--- src/rtl/fwin_pkg.sv ---
package fwin_pkg;

    typedef enum logic [1:0] {
        ST_IDLE  = 2'd0,
        ST_SETUP = 2'd1,
        ST_EMIT  = 2'd2
    } fwin_state_e;

endpackage

--- src/rtl/fwin_clamp.sv ---
// Saturates a signed coordinate into [0, lim] when enabled.
module fwin_clamp #(
    parameter int CW = 10,
    parameter int VW = 12
) (
    input  logic                 en,
    input  logic [CW-1:0]        lim,
    input  logic signed [VW-1:0] val,
    output logic signed [VW-1:0] res
);
    localparam logic signed [VW-1:0] ZERO_V = '0;

    logic signed [VW-1:0] lim_s;

    always_comb begin
        lim_s = $signed({{(VW-CW){1'b0}}, lim});
        if (!en) begin
            res = val;
        end else if (val < ZERO_V) begin
            res = ZERO_V;
        end else if (val > lim_s) begin
            res = lim_s;
        end else begin
            res = val;
        end
    end
endmodule

--- src/rtl/fwin_size.sv ---
// Word count of a transfer for both addressing modes.
module fwin_size #(
    parameter int CW        = 10,
    parameter int SW        = 22,
    parameter int LIN_SHIFT = 9
) (
    input  logic [CW-1:0] ext_w,
    input  logic [CW-1:0] ext_h,
    input  logic          lin,
    output logic [SW-1:0] size
);
    logic [SW-1:0] ew1;
    logic [SW-1:0] eh1;
    logic [SW-1:0] eh_raw;

    always_comb begin
        ew1    = {{(SW-CW){1'b0}}, ext_w} + SW'(1);
        eh1    = {{(SW-CW){1'b0}}, ext_h} + SW'(1);
        eh_raw = {{(SW-CW){1'b0}}, ext_h};
        if (lin) begin
            size = (eh_raw << LIN_SHIFT) + ew1;
        end else begin
            size = ew1 * eh1;
        end
    end
endmodule

--- src/rtl/fwin_origin.sv ---
// Address of column zero of a picture row: scaled base plus row offset.
module fwin_origin #(
    parameter int CW         = 10,
    parameter int VW         = 12,
    parameter int BW         = 12,
    parameter int AW         = 24,
    parameter int BASE_SHIFT = 4
) (
    input  logic [BW-1:0]        fm_base,
    input  logic [CW-1:0]        pic_w,
    input  logic signed [VW-1:0] y_row,
    output logic signed [AW-1:0] row_base
);
    logic signed [AW-1:0] base_a;
    logic signed [AW-1:0] y_a;
    logic signed [AW-1:0] pitch_a;

    always_comb begin
        base_a   = $signed({{(AW-BW){1'b0}}, fm_base}) <<< BASE_SHIFT;
        y_a      = {{(AW-VW){y_row[VW-1]}}, y_row};
        pitch_a  = $signed({{(AW-CW){1'b0}}, pic_w}) + $signed(AW'(1));
        row_base = base_a + y_a * pitch_a;
    end
endmodule

--- src/rtl/fwin_addr_gen.sv ---
module fwin_addr_gen
    import fwin_pkg::*;
#(
    parameter int CW         = 10,
    parameter int BW         = 12,
    parameter int AW         = 24,
    parameter int BASE_SHIFT = 4,
    parameter int LIN_SHIFT  = 9,
    parameter int SW         = 2 * CW + 2
) (
    input  logic                 clk,
    input  logic                 rst_n,
    input  logic                 start,
    input  logic                 resume,
    input  logic                 stop,
    input  logic                 lin_mode,
    input  logic                 unrestricted,
    input  logic [CW-1:0]        pic_w,
    input  logic [CW-1:0]        pic_h,
    input  logic signed [CW:0]   pos_x,
    input  logic signed [CW:0]   pos_y,
    input  logic [CW-1:0]        ext_w,
    input  logic [CW-1:0]        ext_h,
    input  logic [BW-1:0]        fm_base,
    input  logic [CW-1:0]        rsm_row,
    input  logic [SW-1:0]        rsm_col,
    input  logic [SW-1:0]        rsm_left,
    input  logic                 out_rdy,
    output logic                 out_valid,
    output logic [AW-1:0]        out_addr,
    output logic                 out_last,
    output logic [SW-1:0]        xfer_size,
    output logic                 busy,
    output logic [CW-1:0]        cur_row,
    output logic [SW-1:0]        cur_col,
    output logic [SW-1:0]        words_left
);
    localparam int VW = CW + 2;
    localparam logic signed [VW-1:0] ONE_V = VW'(1);

    fwin_state_e state_q, state_d;

    logic [CW-1:0]        row_q;
    logic [SW-1:0]        col_q;
    logic [SW-1:0]        left_q;
    logic signed [AW-1:0] rbase_q;
    logic signed [VW-1:0] xs0_q;

    logic                 resume_ok;
    logic                 accept;
    logic                 final_word;
    logic                 row_end;
    logic                 step_row;
    logic signed [VW-1:0] y_cur, y_nxt, y_eff;
    logic signed [VW-1:0] x_blk, x_eff, x_sta, xs_eff;
    logic signed [VW-1:0] pic_h_s;
    logic signed [AW-1:0] rbase_calc;
    logic signed [AW-1:0] pitch;
    logic signed [AW-1:0] addr_s;
    logic [SW-1:0]        size_w;

    // ---------------- sub-blocks ----------------
    fwin_size #(.CW(CW), .SW(SW), .LIN_SHIFT(LIN_SHIFT)) u_size (
        .ext_w (ext_w),
        .ext_h (ext_h),
        .lin   (lin_mode),
        .size  (size_w)
    );

    fwin_clamp #(.CW(CW), .VW(VW)) u_clamp_y (
        .en  (unrestricted),
        .lim (pic_h),
        .val (y_cur),
        .res (y_eff)
    );

    fwin_clamp #(.CW(CW), .VW(VW)) u_clamp_x (
        .en  (unrestricted),
        .lim (pic_w),
        .val (x_blk),
        .res (x_eff)
    );

    fwin_clamp #(.CW(CW), .VW(VW)) u_clamp_s (
        .en  (unrestricted),
        .lim (pic_w),
        .val (x_sta),
        .res (xs_eff)
    );

    fwin_origin #(.CW(CW), .VW(VW), .BW(BW), .AW(AW), .BASE_SHIFT(BASE_SHIFT)) u_origin (
        .fm_base  (fm_base),
        .pic_w    (pic_w),
        .y_row    (y_eff),
        .row_base (rbase_calc)
    );

    // ---------------- coordinate arithmetic ----------------
    always_comb begin
        y_cur    = $signed({pos_y[CW], pos_y}) + $signed({2'b00, row_q});
        y_nxt    = y_cur + ONE_V;
        pic_h_s  = $signed({2'b00, pic_h});
        x_blk    = $signed({pos_x[CW], pos_x}) + $signed({2'b00, col_q[CW-1:0]});
        x_sta    = $signed({pos_x[CW], pos_x});
        pitch    = $signed({{(AW-CW){1'b0}}, pic_w}) + $signed(AW'(1));
        step_row = !unrestricted || ((y_nxt >= ONE_V) && (y_nxt <= pic_h_s));
        row_end  = (col_q[CW-1:0] == ext_w);
        if (lin_mode) begin
            addr_s = rbase_q + {{(AW-VW){xs0_q[VW-1]}}, xs0_q}
                             + $signed({{(AW-SW){1'b0}}, col_q});
        end else begin
            addr_s = rbase_q + {{(AW-VW){x_eff[VW-1]}}, x_eff};
        end
    end

    assign resume_ok  = resume && (rsm_left != '0);
    assign final_word = (left_q == SW'(1));
    assign accept     = (state_q == ST_EMIT) && out_rdy && !stop;

    // ---------------- next state ----------------
    always_comb begin
        state_d = state_q;
        unique case (state_q)
            ST_IDLE:  if (start || resume_ok) state_d = ST_SETUP;
            ST_SETUP: state_d = ST_EMIT;
            ST_EMIT: begin
                if (stop)                          state_d = ST_IDLE;
                else if (out_rdy && final_word)    state_d = ST_IDLE;
            end
            default:  state_d = ST_IDLE;
        endcase
    end

    // ---------------- state register ----------------
    always_ff @(posedge clk or negedge rst_n) begin
        if (!rst_n) state_q <= ST_IDLE;
        else        state_q <= state_d;
    end

    // ---------------- walk registers ----------------
    always_ff @(posedge clk or negedge rst_n) begin
        if (!rst_n) begin
            row_q   <= '0;
            col_q   <= '0;
            left_q  <= '0;
            rbase_q <= '0;
            xs0_q   <= '0;
        end else begin
            unique case (state_q)
                ST_IDLE: begin
                    if (start) begin
                        row_q  <= '0;
                        col_q  <= '0;
                        left_q <= size_w;
                    end else if (resume_ok) begin
                        row_q  <= rsm_row;
                        col_q  <= rsm_col;
                        left_q <= rsm_left;
                    end
                end
                ST_SETUP: begin
                    rbase_q <= rbase_calc;
                    xs0_q   <= xs_eff;
                end
                ST_EMIT: begin
                    if (accept) begin
                        left_q <= left_q - SW'(1);
                        if (lin_mode) begin
                            col_q <= col_q + SW'(1);
                        end else if (row_end) begin
                            col_q <= '0;
                            row_q <= row_q + CW'(1);
                            if (step_row) rbase_q <= rbase_q + pitch;
                        end else begin
                            col_q <= col_q + SW'(1);
                        end
                    end
                end
                default: ;
            endcase
        end
    end

    // ---------------- outputs ----------------
    always_comb begin
        out_valid  = (state_q == ST_EMIT);
        out_last   = out_valid && final_word;
        busy       = (state_q != ST_IDLE);
        out_addr   = addr_s;
        xfer_size  = size_w;
        cur_row    = row_q;
        cur_col    = col_q;
        words_left = left_q;
    end

endmodule

--- config.mk ---
export PLATFORM = sky130hd
export DESIGN_NAME = fwin_addr_gen
export DESIGN_NICKNAME = d
export VERILOG_FILES = /design/src/rtl/fwin_pkg.sv /design/src/rtl/fwin_clamp.sv /design/src/rtl/fwin_size.sv /design/src/rtl/fwin_origin.sv /design/src/rtl/fwin_addr_gen.sv
export SDC_FILE = /design/constraint.sdc
export NUM_CORES = 1
export LEC_CHECK = 0
export BUFFER_PORTS_ARGS = -buffer_cell sky130_fd_sc_hd__clkbuf_2
export CAP_MARGIN = 20
export CORE_MARGIN = 1
export CORE_UTILIZATION = 53
export CTS_CLUSTER_DIAMETER = 80
export CTS_CLUSTER_SIZE = 20
export DETAILED_ROUTE_END_ITERATION = 10
export PLACE_DENSITY_LB_ADDON = 0.3
export SYNTH_ARGS = -nofsm -noshare
export SYNTH_HDL_FRONTEND = slang
export SYNTH_SLANG_ARGS = --single-unit
--- constraint.sdc ---
create_clock -name clk -period 27.7 [get_ports clk]
set_input_delay 2.77 -clock clk [delete_from_list [all_inputs] [get_ports clk]]
set_output_delay 2.77 -clock clk [all_outputs]
set_load 0.05 [all_outputs]
# Word-level counts from Yosys, hierarchy flattened
# Index checks and enable logic that the tools add are counted.
# W data, S select, Z words.
# classes
eq_ne,11
n_mux,36
n_lt_le_gt_ge,8
mul,2
add_sub_neg,15
n_reduce_logical,19
# op_table
operator,n
$mux W22,9
$mux W24,5
$mux W12,9
$pmux W22 S2,2
$add A24 B24 Y24,3
$mux W10,5
$pmux W24 S2,1
$add A10 B1 Y11 const B,3
$add A11 B11 Y12,2
$add A17 B24 Y24,1
$add A24 B22 Y24,1
$gt A12 B11 Y1,2
$lt A12 B1 Y1 const B,2
$mul A12 B12 Y24,1
$add A19 B22 Y22,1
$add A22 B1 Y22 const B,1
$eq A22 B1 Y1 const B,1
$mul A22 B22 Y22,1
$reduce_bool A22 Y1,1
$sub A22 B1 Y22 const B,1
$pmux W10 S2,1
$add A12 B2 Y12 const B,1
$ge A12 B2 Y1 const B,1
$le A12 B11 Y1,1
other kinds (20),35
# totals
inputBits,136
ff_bits,92
wordCells,97
output_inout_bits,103

# Depth between registers and ports, before layout
# Gate-level depths: netlist of run 1.
# depth
word_depth,10
depth_mapped,40

# Modules after synthesis
# From an unflattened synthesis of run 1, not the netlist that was laid out.
# unflattened
cells_unflattened,2768
area_unflattened_um2,22539.1
# modules_own_cells
mod,area_per_inst_um2,cells_per_inst,instances
fwin_addr_gen,10495.1,1316,1
fwin_origin,5671.7,654,1
fwin_size,4934.7,618,1
fwin_clamp,479.2,60,3

# Worst setup path before layout of run 1
# No wires, ideal clock.
# synth_timing
kind,in2out
start,input port ext_w[2]
end,output port xfer_size[19]
slack_ns,15.485
arrival_ns,9.445
stages,27
t_required_ns,24.930
path_cell_list,clkbuf_1 -> and3_1 -> and3_1 -> clkbuf_1 -> nand2_1 -> nor2_1 -> xor2_1 -> clkbuf_1 -> nand2_1 -> fa_1 -> inv_1 -> fa_1 -> inv_1 -> fa_1 -> inv_1 -> fa_1 -> fa_1 -> ha_1 -> a21o_1 -> a21o_1 -> a21oi_1 -> nor2b_1 -> o31ai_1 -> nand2_1 -> a21oi_1 -> xor2_1 -> o21ai_0
# synth_via
elab_chain_len,3
elab_cells_between_ends,4
cone_classes,add/sub (2); mul (1); mux (1)
# synth_rtl
item,line_no,rtl
"start, declared",fwin_addr_gen.sv:22,"input logic [CW-1:0] ext_w,"
$add A10 B1 Y11 *,fwin_size.sv:17,"ew1 = {{(SW-CW){1'b0}}, ext_w} + SW'(1);"
$mul A22 B22 Y22 or $add A19 B22 Y22 (tied branches),"fwin_size.sv:23, fwin_size.sv:21",
$mux W22 *,fwin_size.sv:20,if (lin) begin
"end, declared",fwin_addr_gen.sv:32,"output logic [SW-1:0] xfer_size,"
# Every way passes the cells marked *; elsewhere a longest branch is shown, timed or not.

# Worst setup path in the final report of run 1
# layout_timing
start,input port ext_w[0]
end,output port xfer_size[16]
# The elaborated chain is that of the path after synthesis.

==> key figures, run 1 <==
Clock network
  • CTS tree: yes
  • CTS Hold Bufs: 0
  • Resized Gates After CTS: 0
  • Clk sinks: 91
  • Clk Latency, worst-skew pair: 0.38 ns
  • Root Buffer: clkbuf_16
  • H-tree lvl count: 3
  • Reg clk slew, reported paths: 0.07 ns
  • Post-CTS setup buffer count: 0
  • Clock Tree Buf Depth: 2
  • Number of CTS-inserted buffers: 9

Placed design
  • HPWL after DPL: roughly 57 mm
  • Port buffer count: 238
  • Placer Congestion: approximately 1

STA
  • Setup TNS: 0 ns
  • Worst Tran Pin Value: 1.172 ns
  • Final period util: 0.4579
  • Clock skew: 0.01144 ns
  • RSZ-0062 raised after global routing: false
  • Setup violators final: 0
  • Fmax: just under 80 MHz
  • Max Slew Vio Count: 0
  • Minimum clock period: 12.68 ns
  • Max-slew headroom: 0.2161
  • Final hold violation count: 0

Global route
  • Largest net degree at the start of global routing: 66
  • Global-route wire length before repair: 111.3 mm
  • Total grt overflow: 0
  • Overall Global Routing Usage: 0.3393
  • Antenna violations before repair: 3
  • Vias in the first global route: 20923

Finish
  • Nets: 3510
  • Layout filler cell count: 3652
  • Final Core Density: 0.5901
  • Share of cells above drive strength 1: 0.1107
  • Most frequent cells in the layout: inv_1, nand2_1, fa_1, ha_1, clkbuf_2
  • P&R area growth vs syn: 9.013%
  • Commonest non-fill, non-tap cell in the layout: inv_1

Drt
  • Drt pass-1 iters: 5
  • Final antenna-violating net count: 0
  • Final wirelength: ~69 mm
  • Initial DRC Count: roughly 1700
  • # DRC: 0
  • WL/cell: 20.26 um
  • Vias: about 21000
  • Vias per cell: 6.061

Logic synthesis
  • Synth area leader: fa_1
  • Syn avg cell area: approximately 8 um2
  • Post-synth cell types: 82
  • Flop and latch count out of synthesis: 91
  • Synthesized area: 21660 um2
  • Fraction of registers with async set/reset: 1.000
  • Post-synth top area share: 0.2265
  • Synthesized instance count: 2718
  • Largest cells by area after synthesis: fa_1, ha_1, dfrtp_1
  • Post-synth EDFFs: 0
  • Synth Warn #: 0
  • Synth Net Count: between 3000 and 4000
  • Register area share after synthesis: 0.1052
  • Synth Flop Type: dfrtp_1

Critical path
  • WP data arrival: about 10 ns
  • FF-to-FF Start: cur_row[0]
  • Cell count of the worst reg-to-reg path: 36
  • Worst Setup Path Type: in2out
  • CP max FO: 15
  • Crit start category: primary input
  • WP data required: 24.93 ns
  • Crit path from: ext_w[0]
  • Worst setup EP type: primary output

Status
  • Status: complete, no violations

Min path
  • HP Class: reg2reg
  • Min-Delay Path Depth: 2
  • Hold Crit Start: xs0_q[1]

Job
  • Max-Cap Viols: 0

Floorplanning
  • Core area: between 40000 and 50000 um2
  • Num ports: 239
  • Initial Utilization: 0.5413
  • Die height: 204.1 um
  • Die width: 204.1 um
  • Row cnt: 73
  • Die area: around 42000 um2
## synthesized netlist by cell type (22+ instances only)
| cell | instances |
|---|---|
| nand3_1 | 70 |
| nor2b_1 | 33 |
| nand2_1 | 277 |
| xnor2_1 | 93 |
| o21ai_0 | 173 |
| o21a_1 | 27 |
| dfrtp_1 | 91 |
| inv_1 | 381 |
| clkbuf_1 | 92 |
| a21o_1 | 44 |
| a31oi_1 | 29 |
| ha_1 | 243 |
| and2_1 | 44 |
| and3_1 | 44 |
| nor3_1 | 44 |
| xor2_1 | 51 |
| nand2b_1 | 31 |
| nor2_1 | 211 |
| a21oi_1 | 171 |
| fa_1 | 245 |
| a211oi_1 | 25 |
| nand4_1 | 22 |
## per-layer routing
layer,share of wire,up-vias,global-route usage
met5,0.00040,-,0
met4,0.033,4,0.1149
met3,0.090,168,0.05851
met2,0.46,952,0.5538
met1,0.42,10078,0.4535
li1,-,9510,-
## worst max-delay path, cell delays in order
cell and delay (ns):
clkbuf_2 0.37, and3_1 0.34, nand3_1 0.12, xnor2_1 0.83, nand2_1 0.21, fa_1 0.60
inv_1 0.06, fa_1 0.51, inv_1 0.07, fa_1 0.55, inv_1 0.05, fa_1 0.47
inv_1 0.05, fa_1 0.47, inv_1 0.04, ha_1 0.22, o41ai_1 0.69, o21ai_0 0.35
a21boi_0 0.30, xnor2_1 0.15, nor2_1 0.05, a21oi_1 0.29, clkbuf_2 0.34
## logic make-up (layout without fill, tap and decap cells)
logic type | count (synthesis) | after routing | share of synthesized area
and+or+nand+nor | 846 | 846 | 0.1843
other | 0 | 1 | 0
AOI/OAI and AO/OA | 630 | 630 | 0.1853
xor gates and xnor gates | 145 | 145 | 0.05899
buffers and inverters | 490 | 663 | 0.08591
DFF | 91 | 91 | 0.1052
adders and majority gates | 488 | 488 | 0.3669
muxes | 28 | 28 | 0.01352
## final timing paths
check                           endpoint  slack [ns]
max                        xfer_size[16]       15.02
max in group asynchronous     cur_row[9]       24.14
min reg2reg                     xs0_q[1]        0.51
min in group asynchronous    cur_col[17]        2.39
max reg2reg                  rbase_q[23]       17.65
min                             xs0_q[1]        0.51
## flip-flops by register name, summed over array words and instances (netlist names)
name	count
words_left	22
rbase_q	24
state_q	2
cur_col	22
cur_row	10
xs0_q	11
## cell type report
type,count,area (um2),area share
Antenna cell,1,2.502,0.0001060
Clock buffer,10,229.0,0.009699
Clock inverter,6,96.34,0.004081
Inverter,387,1453,0.06153
Multi-Input combinational cell,2137,17540,0.7428
Sequential cell,91,2277,0.09646
Tap cell,525,656.9,0.02782
Timing Repair Buffer,260,1356,0.05745
## through the flow
| stage | cell area, um2 | hold slack, ns | setup slack, ns | instances |
|---|---|---|---|---|
| after floorplan | 21660 | 0.4695 | 15.48 | 2718 |
| after global placement | 23270 | 0.4879 | 15.43 | 3399 |
| after detailed placement | 23270 | 0.4949 | 15.20 | 3399 |
| after CTS | 23600 | 0.5113 | 15.17 | 3415 |
| after global routing | 23610 | 0.5521 | 14.63 | 3417 |
| final | 23610 | 0.5110 | 15.02 | 3417 |
Power of run 1 is not shown: default switching activity piles up to over one toggle a cycle in this logic, so the estimate is an artifact.
==> run 2, diff against run 1 <==
==> constraint.sdc (replaced) <==
create_clock -name clk -period 11.7 [get_ports clk]
set_input_delay 1.17 -clock clk [delete_from_list [all_inputs] [get_ports clk]]
set_output_delay 1.17 -clock clk [all_outputs]
set_load 0.05 [all_outputs]
==> run 2 against run 1 <==
Design area grew 0.10%. Highest routed layer unchanged. Count of clock-buffer cells in the layout is 1 lower. Largest cell class unchanged. Critical path type is now in2reg. First-iteration DRC count rose by 1.2%.
==> key figures, run 2 (synthesis gave the netlist of run 1 again) <==
Placed design
  • HPWL after DPL: 55.74 mm
  • Placer Congestion: roughly 0.99
  • Port buffer count: 238

Drt
  • Vias per cell: ~6.0
  • Initial DRC Count: 1758
  • WL/cell: 19.78 um
  • Final antenna-violating net count: 0
  • Drt pass-1 iters: 6
  • Vias: between 20000 and 25000
  • Final wirelength: 67.70 mm
  • # DRC: 0

Clock network
  • Clock Tree Buf Depth: 2
  • Number of CTS-inserted buffers: 9
  • Reg clk slew, reported paths: 0.07 ns
  • Post-CTS setup buffer count: 0
  • Resized Gates After CTS: 0
  • H-tree lvl count: 3
  • CTS tree: yes
  • Clk sinks: 91
  • CTS Hold Bufs: 0
  • Root Buffer: clkbuf_16
  • Clk Latency, worst-skew pair: 0.37 ns

STA
  • Max-slew headroom: 0.2332
  • Fin Hold WS: 0.5080 ns
  • Setup violators final: 0
  • RSZ-0062 raised after global routing: false
  • Final period util: 0.8921
  • Clock skew: approximately 0.0046 ns
  • Fmax: 95.81 MHz
  • Max Slew Vio Count: 0
  • Setup TNS: 0 ns
  • Final hold violation count: 0
  • Minimum clock period: ~10 ns
  • Worst Tran Pin Value: between 1 and 1.5 ns

Critical path
  • CP max FO: 18
  • Slowest cell on crit path: a22oi_1
  • Cell mode on critical path: fa_1
  • Worst path top cell family by delay: adder cells
  • WP data required: 11.98 ns
  • Worst Setup Path Type: in2reg
  • WP buf/inv: 5
  • Worst setup EP type: flop
  • Crit start category: primary input
  • Largest stage delay, worst path: roughly 0.55 ns
  • WP data arrival: 10.72 ns

Floorplanning
  • Die area: ~42000 um2
  • Core area: 40010 um2
  • Die width: 204.1 um
  • Row cnt: 73
  • Die height: 204.1 um
  • Initial Utilization: 0.5413
  • Num ports: between 200 and 250

Finish
  • Most frequent cells in the layout: inv_1, nand2_1, fa_1, ha_1, clkbuf_2
  • Nets: 3514
  • Biggest register: rbase_q
  • Share of cells above drive strength 1: 0.1120
  • P&R area growth vs syn: 9.123%
  • Commonest non-fill, non-tap cell in the layout: inv_1
  • Largest register FFs: 24

Global route
  • Total grt overflow: 0
  • Antenna violations before repair: 4
  • Global-route wire length before repair: between 100 and 150 mm
  • Vias in the first global route: 20521
  • Largest net degree at the start of global routing: 70
  • Overall Global Routing Usage: 0.3285

Min path
  • HP Class: reg2reg

Status
  • Status: complete, no violations

Job
  • Max-Cap Viols: 0
[run 2: path summary, 6_finish.rpt]
kind                             from  cells past startpoint          end  slack, ns
min in group asynchronous       rst_n                      1  cur_col[17]       0.80
setup reg to reg           cur_row[0]                     36  rbase_q[23]       1.67
hold reg to reg              xs0_q[6]                      2     xs0_q[6]       0.51
max in group asynchronous       rst_n                      2   cur_row[9]       9.74
hold / removal               xs0_q[6]                      2     xs0_q[6]       0.51
setup / recovery             pos_y[0]                     37  rbase_q[23]       1.26
[run 2: through the flow]
step	setup WS (ns)	instances	utilization	instance area (um2)
after floorplan	1.897	2718	-	21660
after global placement	1.407	3402	0.5823	23300
after detailed placement	1.056	3402	0.5823	23300
after CTS	1.422	3417	0.5902	23610
after global routing	0.6730	3420	0.5906	23630
final	1.262	3422	0.5907	23630
[run 2: area by class of cell]
class                   count  area [um2]
multi-input cells        2137       17540
fillers                  3710       16370
flip-flops and latches     91        2277
inverters                 387        1453
repair buffers            264        1386
well taps                 525       656.9
clock buffers               9       225.2
clock inverters             6       88.84
diodes                      3       7.507
[run 2: worst reg2reg max path, delay by kind of cell, from the launching register on]
kind / cells / cell delay, ns
compound gates: 14 / 3.41
xor+xnor: 1 / 0.14
fa+ha+maj: 9 / 3.95
buf+inv: 4 / 0.21
flops: 1 / 0.45
simple gates: 8 / 1.78
[run 2: metal layers]
metal	vias up	global-route usage	part of all wire
met1	10014	0.4450	0.43
met4	6	0.1130	0.030
met5	-	0	0.00053
met2	930	0.5391	0.47
li1	9530	-	-
met3	148	0.04193	0.079
Power of run 2 is left out for the same reason.
